<file path="config.mk">
export PLATFORM = sky130hd
export DESIGN_NAME = i2c_irq_agg
export DESIGN_NICKNAME = d
export VERILOG_FILES = /design/src/rtl/i2c_irq_pkg.sv /design/src/rtl/i2c_irq_stat_cell.sv /design/src/rtl/i2c_irq_bank.sv /design/src/rtl/i2c_irq_regif.sv /design/src/rtl/i2c_irq_out.sv /design/src/rtl/i2c_irq_agg.sv
export SDC_FILE = /design/constraint.sdc
export NUM_CORES = 1
export LEC_CHECK = 0
export BUFFER_PORTS_ARGS = -buffer_cell sky130_fd_sc_hd__buf_2
export CAP_MARGIN = 5
export CORE_AREA = 2 2 77 79
export DETAILED_ROUTE_END_ITERATION = 12
export DIE_AREA = 0 0 79 81
export HOLD_SLACK_MARGIN = 0.03
export PLACE_DENSITY = 0.8
export SYNTH_ARGS = -nofsm -noshare
export SYNTH_HDL_FRONTEND = slang
export SYNTH_SLANG_ARGS = --single-unit
</file>
<file path="constraint.sdc">
create_clock -name clk -period 2 [get_ports clk]
set_input_delay 0.1 -clock clk [delete_from_list [all_inputs] [get_ports clk]]
set_output_delay 0.1 -clock clk [all_outputs]
set_load 0.005 [all_outputs]
</file>
<file path="src/rtl/i2c_irq_pkg.sv">
package i2c_irq_pkg;

  localparam int STAT_W = 32;
  localparam int SRC_N  = 16;
  localparam int AW     = 5;

  localparam int BIT_RX_UNDER = 0;
  localparam int BIT_RX_OVER  = 1;
  localparam int BIT_RX_FULL  = 2;
  localparam int BIT_TX_OVER  = 3;
  localparam int BIT_TX_EMPTY = 4;
  localparam int BIT_RD_REQ   = 5;
  localparam int BIT_TX_ABORT = 6;
  localparam int BIT_SLV_NACK = 7;
  localparam int BIT_ACTIVITY = 8;
  localparam int BIT_STOP     = 9;
  localparam int BIT_START    = 10;
  localparam int BIT_GEN_CALL = 11;
  localparam int BIT_ADDR_HIT = 12;
  localparam int BIT_HOLE     = 13;
  localparam int BIT_MCODE    = 14;
  localparam int BIT_DMA_DONE = 15;

  typedef enum logic [1:0] {
    K_RSVD   = 2'd0,
    K_STICKY = 2'd1,
    K_LEVEL  = 2'd2
  } bit_kind_e;

  // Class of each status position.
  function automatic bit_kind_e kind_of(input int idx);
    if (idx < 0 || idx >= SRC_N || idx == BIT_HOLE) return K_RSVD;
    if (idx == BIT_TX_EMPTY || idx == BIT_RX_FULL) return K_LEVEL;
    return K_STICKY;
  endfunction

  // Positions that the controller enable clears.
  function automatic logic dis_clears(input int idx);
    return (idx == BIT_ACTIVITY) || (idx == BIT_GEN_CALL);
  endfunction

  // Bit vector of all positions of one class.
  function automatic logic [STAT_W-1:0] kind_set(input bit_kind_e k);
    logic [STAT_W-1:0] v;
    v = '0;
    for (int i = 0; i < STAT_W; i++) v[i] = (kind_of(i) == k);
    return v;
  endfunction

  localparam logic [STAT_W-1:0] STICKY_BITS = kind_set(K_STICKY);
  localparam logic [STAT_W-1:0] LEVEL_BITS  = kind_set(K_LEVEL);
  localparam logic [STAT_W-1:0] IMPL_BITS   = STICKY_BITS | LEVEL_BITS;

  function automatic logic [STAT_W-1:0] gate_status(input logic [STAT_W-1:0] raw,
                                                    input logic [STAT_W-1:0] msk);
    return raw & msk & IMPL_BITS;
  endfunction

  function automatic logic fold_any(input logic [STAT_W-1:0] v);
    return |v;
  endfunction

  function automatic logic [STAT_W-1:0] legal_mask(input logic [STAT_W-1:0] wd);
    return wd & IMPL_BITS;
  endfunction

endpackage

</file>
<file path="src/rtl/i2c_irq_stat_cell.sv">
module i2c_irq_stat_cell
  import i2c_irq_pkg::*;
#(
  parameter bit_kind_e KIND    = K_STICKY,
  parameter bit        DIS_CLR = 1'b0
) (
  input  logic clk,
  input  logic rst_n,
  input  logic en,
  input  logic set_i,
  input  logic clr_i,
  output logic q
);

  logic kill;
  assign kill = clr_i | (DIS_CLR & ~en);

  generate
    if (KIND == K_STICKY) begin : g_sticky
      logic q_r;
      always_ff @(posedge clk) begin
        if (!rst_n) q_r <= 1'b0;
        else        q_r <= set_i | (q_r & ~kill);
      end
      assign q = q_r;

      AST_SET_WINS: assert property (@(posedge clk) disable iff (!rst_n)
        set_i |=> q_r);
      AST_CLEAR_TAKES: assert property (@(posedge clk) disable iff (!rst_n)
        (clr_i && !set_i) |=> !q_r);
      AST_HOLD: assert property (@(posedge clk) disable iff (!rst_n)
        (q_r && !kill) |=> q_r);
      if (DIS_CLR) begin : g_dis
        AST_DISABLE_CLEARS: assert property (@(posedge clk) disable iff (!rst_n)
          (!en && !set_i) |=> !q_r);
      end
    end else if (KIND == K_LEVEL) begin : g_level
      logic q_r;
      always_ff @(posedge clk) begin
        if (!rst_n) q_r <= 1'b0;
        else        q_r <= set_i;
      end
      assign q = q_r;

      AST_LEVEL_TRACK: assert property (@(posedge clk) disable iff (!rst_n)
        1'b1 |=> (q_r == $past(set_i)));
    end else begin : g_rsvd
      assign q = 1'b0;
    end
  endgenerate

endmodule

</file>
<file path="src/rtl/i2c_irq_bank.sv">
module i2c_irq_bank
  import i2c_irq_pkg::*;
#(
  parameter int W = STAT_W,
  parameter int N = SRC_N
) (
  input  logic         clk,
  input  logic         rst_n,
  input  logic         en,
  input  logic [N-1:0] src_vec,
  input  logic [W-1:0] clr_vec,
  input  logic         clr_all,
  output logic [W-1:0] raw
);

  localparam int SRC_LAST = N - 1;

  generate
    for (genvar i = 0; i < W; i++) begin : g_bit
      localparam bit_kind_e K = kind_of(i);
      if (K == K_RSVD) begin : g_hole
        assign raw[i] = 1'b0;
      end else begin : g_cell
        logic set_w;
        logic clr_w;
        assign set_w = src_vec[(i > SRC_LAST) ? SRC_LAST : i];
        assign clr_w = clr_vec[i] | clr_all;
        i2c_irq_stat_cell #(
          .KIND    (K),
          .DIS_CLR (dis_clears(i))
        ) u_cell (
          .clk   (clk),
          .rst_n (rst_n),
          .en    (en),
          .set_i (set_w),
          .clr_i (clr_w),
          .q     (raw[i])
        );
      end
    end
  endgenerate

endmodule

</file>
<file path="src/rtl/i2c_irq_regif.sv">
module i2c_irq_regif
  import i2c_irq_pkg::*;
#(
  parameter int A        = AW,
  parameter int W        = STAT_W,
  parameter int N        = SRC_N,
  parameter int CLR_BASE = 16
) (
  input  logic         reg_wr,
  input  logic         reg_rd,
  input  logic [A-1:0] reg_addr,
  input  logic [W-1:0] reg_wdata,
  input  logic [W-1:0] raw_word,
  input  logic [W-1:0] masked_word,
  input  logic [W-1:0] mask_word,
  output logic         mask_we,
  output logic [W-1:0] mask_wdata,
  output logic         clr_all,
  output logic [W-1:0] clr_vec,
  output logic [W-1:0] reg_rdata
);

  localparam logic [A-1:0] ADDR_MASK   = A'(0);
  localparam logic [A-1:0] ADDR_MSTAT  = A'(1);
  localparam logic [A-1:0] ADDR_RAW    = A'(2);
  localparam logic [A-1:0] ADDR_CLRALL = A'(3);
  localparam int           ADDR_SPAN   = 1 << A;

  logic in_clr_window;

  assign mask_we    = reg_wr && (reg_addr == ADDR_MASK);
  assign mask_wdata = reg_wdata;
  assign clr_all    = reg_rd && (reg_addr == ADDR_CLRALL);

  generate
    for (genvar i = 0; i < W; i++) begin : g_clr
      if (i < N && (CLR_BASE + i) < ADDR_SPAN) begin : g_on
        assign clr_vec[i] = reg_rd && (reg_addr == A'(CLR_BASE + i));
      end else begin : g_off
        assign clr_vec[i] = 1'b0;
      end
    end
  endgenerate

  assign in_clr_window = (int'(reg_addr) >= CLR_BASE) && (int'(reg_addr) < CLR_BASE + N);

  always_comb begin
    reg_rdata = '0;
    if (reg_rd) begin
      if (reg_addr == ADDR_MASK)                                  reg_rdata = mask_word;
      else if (reg_addr == ADDR_MSTAT)                            reg_rdata = masked_word;
      else if (reg_addr == ADDR_RAW || reg_addr == ADDR_CLRALL)   reg_rdata = raw_word;
      else if (in_clr_window)                                     reg_rdata = raw_word;
    end
  end

endmodule

</file>
<file path="src/rtl/i2c_irq_out.sv">
module i2c_irq_out
  import i2c_irq_pkg::*;
#(
  parameter int W = STAT_W
) (
  input  logic         clk,
  input  logic         rst_n,
  input  logic         mask_we,
  input  logic [W-1:0] mask_wdata,
  input  logic [W-1:0] raw,
  output logic [W-1:0] mask_q,
  output logic [W-1:0] masked,
  output logic         irq
);

  logic [W-1:0] mask_r;
  logic         irq_r;
  logic         any_masked;

  always_ff @(posedge clk) begin
    if (!rst_n)       mask_r <= IMPL_BITS;
    else if (mask_we) mask_r <= legal_mask(mask_wdata);
  end

  assign masked     = gate_status(raw, mask_r);
  assign any_masked = fold_any(masked);

  always_ff @(posedge clk) begin
    if (!rst_n) irq_r <= 1'b0;
    else        irq_r <= any_masked;
  end

  assign mask_q = mask_r;
  assign irq    = irq_r;

  AST_MASK_RSVD_ZERO: assert property (@(posedge clk) disable iff (!rst_n)
    (mask_r & ~IMPL_BITS) == '0);
  AST_MASK_WRITE: assert property (@(posedge clk) disable iff (!rst_n)
    mask_we |=> (mask_r == ($past(mask_wdata) & IMPL_BITS)));
  AST_IRQ_LAG: assert property (@(posedge clk) disable iff (!rst_n)
    1'b1 |=> (irq_r == $past(|masked)));

endmodule

</file>
<file path="src/rtl/i2c_irq_agg.sv">
module i2c_irq_agg
  import i2c_irq_pkg::*;
(
  input  logic              clk,
  input  logic              rst_n,
  input  logic              ctl_en,
  input  logic              ev_start,
  input  logic              ev_stop,
  input  logic              ev_gen_call,
  input  logic              ev_addr_hit,
  input  logic              ev_bus_act,
  input  logic              ev_slv_nack,
  input  logic              ev_tx_abort,
  input  logic              ev_rd_req,
  input  logic              ev_tx_over,
  input  logic              ev_rx_over,
  input  logic              ev_rx_under,
  input  logic              ev_dma_done,
  input  logic              ev_mcode,
  input  logic              lv_tx_empty,
  input  logic              lv_rx_full,
  input  logic              reg_wr,
  input  logic              reg_rd,
  input  logic [AW-1:0]     reg_addr,
  input  logic [STAT_W-1:0] reg_wdata,
  output logic [STAT_W-1:0] reg_rdata,
  output logic [STAT_W-1:0] raw_stat,
  output logic [STAT_W-1:0] mask_stat,
  output logic              irq
);

  logic [SRC_N-1:0]  src_vec;
  logic [STAT_W-1:0] clr_vec;
  logic              clr_all;
  logic              mask_we;
  logic [STAT_W-1:0] mask_wdata;
  logic [STAT_W-1:0] mask_q;
  logic [STAT_W-1:0] raw_w;
  logic [STAT_W-1:0] masked_w;

  always_comb begin
    src_vec               = '0;
    src_vec[BIT_RX_UNDER] = ev_rx_under;
    src_vec[BIT_RX_OVER]  = ev_rx_over;
    src_vec[BIT_RX_FULL]  = lv_rx_full;
    src_vec[BIT_TX_OVER]  = ev_tx_over;
    src_vec[BIT_TX_EMPTY] = lv_tx_empty;
    src_vec[BIT_RD_REQ]   = ev_rd_req;
    src_vec[BIT_TX_ABORT] = ev_tx_abort;
    src_vec[BIT_SLV_NACK] = ev_slv_nack;
    src_vec[BIT_ACTIVITY] = ev_bus_act;
    src_vec[BIT_STOP]     = ev_stop;
    src_vec[BIT_START]    = ev_start;
    src_vec[BIT_GEN_CALL] = ev_gen_call;
    src_vec[BIT_ADDR_HIT] = ev_addr_hit;
    src_vec[BIT_MCODE]    = ev_mcode;
    src_vec[BIT_DMA_DONE] = ev_dma_done;
  end

  i2c_irq_regif #(
    .A (AW), .W (STAT_W), .N (SRC_N), .CLR_BASE (16)
  ) u_regif (
    .reg_wr      (reg_wr),
    .reg_rd      (reg_rd),
    .reg_addr    (reg_addr),
    .reg_wdata   (reg_wdata),
    .raw_word    (raw_w),
    .masked_word (masked_w),
    .mask_word   (mask_q),
    .mask_we     (mask_we),
    .mask_wdata  (mask_wdata),
    .clr_all     (clr_all),
    .clr_vec     (clr_vec),
    .reg_rdata   (reg_rdata)
  );

  i2c_irq_bank #(
    .W (STAT_W), .N (SRC_N)
  ) u_bank (
    .clk     (clk),
    .rst_n   (rst_n),
    .en      (ctl_en),
    .src_vec (src_vec),
    .clr_vec (clr_vec),
    .clr_all (clr_all),
    .raw     (raw_w)
  );

  i2c_irq_out #(
    .W (STAT_W)
  ) u_out (
    .clk        (clk),
    .rst_n      (rst_n),
    .mask_we    (mask_we),
    .mask_wdata (mask_wdata),
    .raw        (raw_w),
    .mask_q     (mask_q),
    .masked     (masked_w),
    .irq        (irq)
  );

  assign raw_stat  = raw_w;
  assign mask_stat = masked_w;

  AST_RSVD_ZERO: assert property (@(posedge clk) disable iff (!rst_n)
    (raw_w & ~IMPL_BITS) == '0);
  AST_ONE_CLEAR: assert property (@(posedge clk) disable iff (!rst_n)
    $onehot0(clr_vec));
  AST_GLOBAL_CLEAR: assert property (@(posedge clk) disable iff (!rst_n)
    (clr_all && src_vec == '0) |=> ((raw_w & STICKY_BITS) == '0));
  AST_START_SETS: assert property (@(posedge clk) disable iff (!rst_n)
    ev_start |=> raw_w[BIT_START]);

endmodule

</file>
==> results_dict.tcl, run 1 <==
set metrics [dict create \
    grt_start_max_net_pins 33 \
    synth_ff_type "dfxtp_1" \
    viasPerCell 4.95 \
    core_area_sq_um 5680 \
    skew_ps 4.28 \
    outcome "completed" \
    maxCapViolations 0 \
    p_leak_uw 0.00123 \
    antenna_found_initial 0 \
    rsz0062_at_grt "false" \
    drt_iter0_drc 149 \
    r2r_slack_ps 390 \
    worstPathArrival_ps 1790 \
    dieArea_sq_um 6400 \
    slew-limit-headroom_pct 29.1 \
    cts.clk_slew.worst_paths_ps 70 \
    whs_ps 32.4 \
    std_cell_rows 28 \
    initial_utilization_pct 40.5 \
    pwr_density_cell_nw_per_um2 623 \
    ys_ff_latch 31 \
    postSynth.asyncResetShare_pct 0 \
    drc 0 \
    post_cts_buffers 0 \
    clkLatencyLatePin_ps 290 \
    die_h_um 81 \
    cts_tree "built" \
    r2r_cells 3 \
    min_path_type "input port to register" \
    ys_warn_count 0 \
    ir_drop_mv 0.400 \
    portBuffers 85 \
    critical_path_class "register to register" \
    crit_start "u_bank.g_bit[1].g_cell.u_cell.q" \
    grt_pass1_wl_mm 9.58 \
    pin_count 154 \
    gp_congestion 0.815 \
    fill_cells 605 \
    setup_tns_ps 0 \
    grt_usage_pct 19.3 \
    drv_slew 0 \
    n_antenna_cell 0 \
    avgSynthCellArea_sq_um 7.69 \
    fmax_mhz 622 \
    worstPathMaxFanout 6 \
    start_kind "register" \
    vias 2239 \
    cts_buffer_depth 2 \
    htreeDepth 2 \
    postSynthCellCount 299 \
    dr.pass1.iters 4 \
    drt.antenna.violating_nets 0 \
    place_hpwl_mm 4.65 \
    wl_per_cell_um 14.0 \
    numClockSinks 31 \
    fin_crit_sh_pct 80.4 \
    required_ps 2180 \
    timing.rr.end "u_out.irq" \
    hold_viol_final 0 \
    drt-total-wl_mm 6.31 \
    dp.cells 430 \
    numCtsBuffers 5 \
    tightest_slew_ps 1060 \
    first_global_vias 1984 \
    final_nets 433 \
    grt_overflow 0 \
    die_width_um 79 \
    synth_area_sq_um 2300 \
    seq_area_frac_synth_pct 27.0 \
    min_period_ps 1610 \
    area_growth_pct 17.9 \
    final_cells 452 \
    cts-root-buf "clkbuf_8" \
    synth-edff-count 0 \
    setup.worst_path.end "u_out.irq" \
    drive_gt1_share_pct 27.1 \
    r2r-start "u_bank.g_bit[1].g_cell.u_cell.q" \
    final_util_pct 47.7 \
    critPathCaptureType "register" \
    finalSetupViolCount 0 \
    yosysUniqueCellTypes 33 \
]
-- power breakdown --
group / switching [uW] / internal (uW) / leakage, uW
sequential: 38.1 / 649 / 0.000256
clock: 237 / 403 / 0.0000612
combinational: 193 / 168 / 0.000909
-- registers in the layout, summed over array words and instances (netlist names) --
name	flops
u_out.mask_q	15
u_bank.g_bit.g_cell.u_cell.q	15
u_out.irq	1
-- layout make-up --
cell class / instances / area [sq um] / area share, %
timing repair buffer: 104 / 603 / 22.3
clock buffer: 6 / 82.6 / 3.05
multi-input combinational: 233 / 1270 / 46.9
tap: 75 / 93.8 / 3.46
clock inverter: 2 / 35.0 / 1.29
sequential: 31 / 621 / 22.9
inverter: 1 / 3.75 / 0.139
-- per-layer routing --
| layer | global-route usage [%] | up-vias | share of wire, % |
|---|---|---|---|
| met5 | 0 | - | 0 |
| met4 | 8.28 | 0 | 2.5 |
| met3 | 4.00 | 16 | 6.7 |
| met2 | 33.4 | 98 | 50 |
| met1 | 23.3 | 1048 | 41 |
| li1 | - | 1077 | - |
-- placed cells by master, fill, tap and decap left out, types with 4 or more instances in the layout --
master         Yosys  routed
nand2b_1          18      18
buf_4             69       5
dlygate4sd3_1      0      14
a21boi_0           4       4
clkbuf_8           0       6
o21ai_1           20      20
dfxtp_1           31      31
and2_1            17      17
nand3_1           45      45
a21boi_1          11      11
buf_2              2      85
o21ai_0           29      29
conb_1             1      51
nand2_1           16      16
-- synth_stat cells, types with 2 or more instances --
cell,instances,share of area (%)
nand4b_1,2,0.76
buf_2,2,0.44
clkbuf_1,11,1.8
buf_4,69,23
o21ai_1,20,4.4
nand3_1,45,9.8
o31a_1,2,0.76
a21boi_1,11,3.6
and2_1,17,4.6
o41ai_1,2,0.76
dfxtp_1,31,27
nand2_1,16,2.6
buf_6,2,0.98
a21boi_0,4,1.3
or4_1,2,0.65
o21ai_0,29,6.3
nand2b_1,18,4.9
-- worst min-delay path by stage --
stage,start,endpoint,slack [ps],depth (start not counted)
final,ev_rd_req,u_bank.g_bit[5].g_cell.u_cell.q,30,3
after global routing,ev_rd_req,u_bank.g_bit[5].g_cell.u_cell.q,30,3
after CTS,ev_rd_req,u_bank.g_bit[5].g_cell.u_cell.q,30,3
after detailed placement,ev_mcode,u_bank.g_bit[14].g_cell.u_cell.q,310,3
after global placement,ev_addr_hit,u_bank.g_bit[12].g_cell.u_cell.q,300,3
after floorplan,ev_bus_act,u_bank.g_bit[8].g_cell.u_cell.q,210,2
-- critical path: stages, from the launching register on --
cell and delay, ps:
dfxtp_1 370, a222oi_1 370, or4b_1 510, o31a_1 260
-- per-stage QoR --
step | worst slack [ps] | total power (uW) | instance area, sq um
4_1_cts | 404 | 1700 | 2710
3_5_place_dp | 407 | 1040 | 2450
6_report | 392 | 1690 | 2710
2_1_floorplan | 602 | 984 | 2490
3_3_place_gp | 437 | 1030 | 2450
5_1_grt | 335 | 1780 | 2710
-- cell families after synthesis --
kind of cell / after synthesis / share of synthesized area [%]
AO/OA/AOI/OAI: 74 / 20.1
buffers and inverters: 85 / 25.9
flip-flops: 31 / 27.0
other: 1 / 0.163
AND/OR/NAND/NOR: 108 / 26.8
-- timing repair --
item | CTS | global route
resized for setup | 0 | 0
endpoints found under the setup margin | 0 | 0
endpoints found under the hold margin | 14 | 0
hold buffers | 14 | 0
No activity file was read; power rests on OpenSTA's default activity.
==> run 2, diff against run 1 <==
Settings changed: CORE_AREA 2 2 77 79 to 2 2 81 83, DIE_AREA 0 0 79 81 to 0 0 83 85, PLACE_DENSITY 0.8 to 0.76.
Clock period 2 ns to 1.45 ns, I/O delays scaled along.
==> run 2 against run 1 <==
Against the previous run: the flow now finishes with violations (setup timing); die area up 10%; clock skew is 1.1 ps higher; final area up 6.9%; via count is 7.4% higher; critical path type unchanged.
==> results_dict.tcl, run 2 (synthesis results as in run 1) <==
set metrics [dict create \
    outcome "complete, but fails checks" \
    violations "setup timing" \
    min_period_ps 1520 \
    grt_usage_pct 19.2 \
    std_cell_rows 29 \
    numClockSinks 31 \
    required_ps 1630 \
    area_growth_pct 26.0 \
    pwr_density_cell_nw_per_um2 763 \
    critical_path_class "register to register" \
    fin_ws_ps -65.1 \
    crit_family "compound AO/OA/AOI/OAI gates" \
    cp.buffers_inverters 0 \
    drt.antenna.violating_nets 0 \
    pin_count 154 \
    place_hpwl_mm 5.23 \
    worstPathMaxFanout 2 \
    rsz0062_at_grt "true" \
    cts-root-buf "clkbuf_8" \
    cts_buffer_depth 2 \
    finalSetupViolCount 1 \
    gp_congestion 0.883 \
    numCtsBuffers 5 \
    tightest_slew_ps 636 \
    first_global_vias 2205 \
    post_cts_buffers 0 \
    fill_cells 622 \
    min_path_type "input port to register" \
    start_kind "register" \
    die_h_um 85 \
    worstPathArrival_ps 1690 \
    clkLatencyLatePin_ps 290 \
    cts.clk_slew.worst_paths_ps 70 \
    whs_ps 39.8 \
    r2r_slack_ps -70 \
    maxCapViolations 0 \
    fmax_mhz 660 \
    final_common_cell "buf_2" \
    cts_tree "built" \
    grt_pass1_wl_mm 10.9 \
    critical_path.cell_chain "a222oi_1 > or4b_4 > o31a_1" \
    drc 0 \
    final_nets 458 \
    htreeDepth 2 \
    viasPerCell 5.02 \
    dieArea_sq_um 7060 \
    stdcell_area_sq_um 2900 \
    skew_ps 5.36 \
    critPathSlowestCell "or4b_4" \
    n_antenna_cell 0 \
    fin_crit_sh_pct 104 \
    die_width_um 83 \
    initial_utilization_pct 37.0 \
    drive_gt1_share_pct 30.8 \
    antenna_found_initial 0 \
    slew-limit-headroom_pct 57.6 \
    grt_start_max_net_pins 32 \
    setup_tns_ps -65.1 \
    p_leak_uw 0.00133 \
    grt_overflow 0 \
    portBuffers 85 \
    slowest_delay_ps 510 \
    critPathCaptureType "register" \
    dpl_cell_area_sq_um 2620 \
    vias 2405 \
    drt-total-wl_mm 7.10 \
    wl_per_cell_um 14.8 \
    drv_slew 0 \
    hold_viol_final 0 \
    core_area_sq_um 6200 \
    drt_iter0_drc 235 \
    ir_drop_mv 0.511 \
    final_cell_mix "buf_2, conb_1, nand3_1, dfxtp_1, o21ai_0" \
    dr.pass1.iters 5 \
]
==> run 2: changes by cell type in the layout (fill, tap and decap cells not counted) <==
cell and change:
or4b_4 +1, or4b_1 -1, buf_4 +20, clkbuf_8 -1, buf_12 +1, bufinv_16 -1
dlygate4sd3_1 +4, clkinvlp_4 +2
==> run 2: final cells by class <==
cell class,instances,area [sq um],area share (%)
Inverter,1,3.75,0.130
Sequential cell,31,621,21.4
Clock inverter,3,20.0,0.691
Clock buffer,5,68.8,2.38
Tap cell,77,96.3,3.33
Timing Repair Buffer,129,813,28.1
Multi-Input combinational cell,233,1270,44.0
==> run 2: tightest hold or removal path, delay by kind of cell <==
family | cells | cell delay, ps
buffers and inverters | 1 | 80
AND/OR/NAND/NOR | 2 | 140
==> run 2: timing repair <==
item                                    in CTS  in global routing
pin swaps                                    0                  1
endpoints found under the hold margin       18                  0
resized for setup                            1                  0
hold buffers                                18                  0
endpoints found under the setup margin       1                  1
==> run 2: per-stage QoR <==
stage          total power [uW]  util (%)  setup WS (ps)  cells
6_report                   2210      46.7          -65.1    479
5_1_grt                    2320      46.7           -135    479
4_1_cts                    2210      46.7          -64.3    479
3_5_place_dp               1500      42.3          -64.9    453
3_3_place_gp               1490      42.3          -19.1    453
2_1_floorplan              1360         -           52.0    349
==> run 2: layer usage <==
| metal | share of wire [%] | routed length [um] | track usage (%) | vias up |
|---|---|---|---|---|
| met4 | 1.2 | 87 | 4.92 | 0 |
| li1 | - | - | - | 1123 |
| met1 | 41 | 2900 | 24.6 | 1126 |
| met2 | 48 | 3430 | 32.4 | 146 |
| met3 | 9.7 | 691 | 5.06 | 10 |
| met5 | 0 | 0 | 0 | - |
==> run 2: final timing paths <==
path / cells past startpoint / to / from
max reg2reg: 3 / u_out.irq / u_out.mask_q[1]
min: 3 / u_out.mask_q[8] / reg_wdata[8]
min reg2reg: 2 / u_out.mask_q[9] / u_out.mask_q[9]
max: 3 / u_out.irq / u_out.mask_q[1]
==> run 2: report_power, final <==
part / total (uW) / internal [uW] / switching, uW
combinational: 611 / 292 / 320
sequential: 920 / 895 / 25.8
clock: 678 / 333 / 344
==> run 3, diff against run 2 <==
Settings changed: GPL_TIMING_DRIVEN set to 0.
==> run 3 against run 2 <==
Against the previous run: the run still ends with setup timing left; fmax fell by 1.7%; largest cell class unchanged; first-iteration DRC count fell by 56%; final area rose by 15%; final cell count rose by 13%; register-to-register slack got worse by 30 ps; critical path depth did not move; via count rose by 2.7%; sequential power rose by 3.6%.
==> results_dict.tcl, run 3 (synthesis results as in run 1) <==
set metrics [dict create \
    outcome "complete, but fails checks" \
    violations "setup timing" \
    cts.clk_slew.worst_paths_ps 60 \
    gp_congestion 0.875 \
    hold_viol_final 0 \
    drt.antenna.violating_nets 0 \
    initial_utilization_pct 37.0 \
    fmax_mhz 649 \
    fin_crit_sh_pct 106 \
    cts_tree "built" \
    cts-root-buf "clkbuf_8" \
    critical_path_class "register to register" \
    std_cell_rows 29 \
    die_width_um 83 \
    cts_buffer_depth 2 \
    n_antenna_cell 0 \
    pwr_density_cell_nw_per_um2 687 \
    start_kind "register" \
    drc 0 \
    area_growth_pct 44.4 \
    slew-limit-headroom_pct 63.9 \
    finalSetupViolCount 1 \
    final_nets 518 \
    pin_count 154 \
    vias 2469 \
    min_period_ps 1540 \
    grt_overflow 0 \
    skew_ps 3.43 \
    final_common_cell "buf_2" \
    min_path_type "input port to register" \
    ir_drop_mv 0.319 \
    drt-total-wl_mm 6.82 \
    p_leak_uw 0.00162 \
    rsz0062_at_grt "true" \
    numClockSinks 31 \
    drt_iter0_drc 104 \
    tightest_slew_ps 541 \
    drv_slew 0 \
    final_cells 539 \
    power_uw 2280 \
    core_area_sq_um 6200 \
    grt_usage_pct 19.1 \
    dieArea_sq_um 7060 \
    fin_ws_ps -90.7 \
    die_h_um 85 \
    dr.pass1.iters 4 \
    critPathCaptureType "register" \
    worstPathMaxFanout 6 \
    final_cell_mix "buf_2, buf_4, conb_1, nand3_1, o21ai_0" \
    place_hpwl_mm 5.39 \
    maxCapViolations 0 \
    clkLatencyLatePin_ps 290 \
    m1WireLength_mm 2.81 \
    viasPerCell 4.58 \
    dpl_cell_area_sq_um 3000 \
    grt_start_max_net_pins 11 \
    first_global_vias 2342 \
    portBuffers 84 \
    worstPathArrival_ps 1720 \
    dp.cells 510 \
    wl_per_cell_um 12.7 \
    numCtsBuffers 5 \
    drive_gt1_share_pct 37.4 \
    preCtsSetupSlack_ps -115 \
    routed-wl-met3_um 612 \
    top_layer_used "met4" \
    stdcell_area_sq_um 3320 \
    antenna_found_initial 0 \
    htreeDepth 2 \
    grt_pass1_wl_mm 11.0 \
    required_ps 1630 \
    wl_met2_mm 3.31 \
]
-- run 3: cell types whose count changed in the layout (fill, tap and decap cells not counted), sizes merged --
cell         change
clkinvlp         -2
buf             +47
dlygate4sd3      +2
clkbuf          +13
-- run 3: metal layers --
layer / global-route usage [%] / vias to the layer above
li1: - / 1245
met1: 24.0 / 1111
met2: 31.7 / 104
met3: 5.45 / 9
met4: 6.11 / 0
met5: 0 / -
-- run 3: final cells by class --
class	count	area [sq um]
plain buffers	83	598
flip-flops and latches	31	624
well taps	77	96.3
multi-input cells	233	1280
clock inverters	1	5.00
clock buffers	7	76.3
inverters	1	3.75
fillers	589	2890
repair buffers	106	636
-- run 3: power breakdown --
part / total [uW] / internal (uW) / leakage (uW) / switching [uW]
Sequential: 953 / 897 / 0.000256 / 56.3
Combinational: 678 / 380 / 0.00132 / 298
Clock: 649 / 336 / 0.0000422 / 313
Total: 2280 / 1610 / 0.00162 / 668
-- run 3: timing repair --
action	4_1_cts	5_1_grt
pin swaps	2	1
gates resized for setup	7	4
endpoints found under the setup margin	6	13
hold buffers	20	0
endpoints found under the hold margin	20	0
setup buffers	0	2
-- run 3: path summary, 6_finish.rpt --
path                                                 startpoint               end  slack (ps)  cells past startpoint
worst max register to register  u_bank.g_bit[1].g_cell.u_cell.q         u_out.irq         -90                      3
worst min-delay path                              reg_wdata[14]  u_out.mask_q[14]          30                      3
worst min register to register                  u_out.mask_q[9]   u_out.mask_q[9]         500                      2
worst max-delay path            u_bank.g_bit[1].g_cell.u_cell.q         u_out.irq         -90                      3
-- run 3: through the flow --
step / hold slack [ps] / setup TNS [ps] / util, %
3_3_place_gp: 275 / -217 / 48.4
6_report: 25.1 / -90.7 / 53.5
2_1_floorplan: 181 / 0 / -
4_1_cts: 32.7 / -94.1 / 53.2
3_5_place_dp: 278 / -282 / 48.4
5_1_grt: 35.0 / -140 / 53.5
-- run 3: worst max-delay path, stage by stage, from the launching register on --
cell	delay (ps)
dfxtp_2	350
a222oi_1	340
or4b_4	510
o31a_1	240
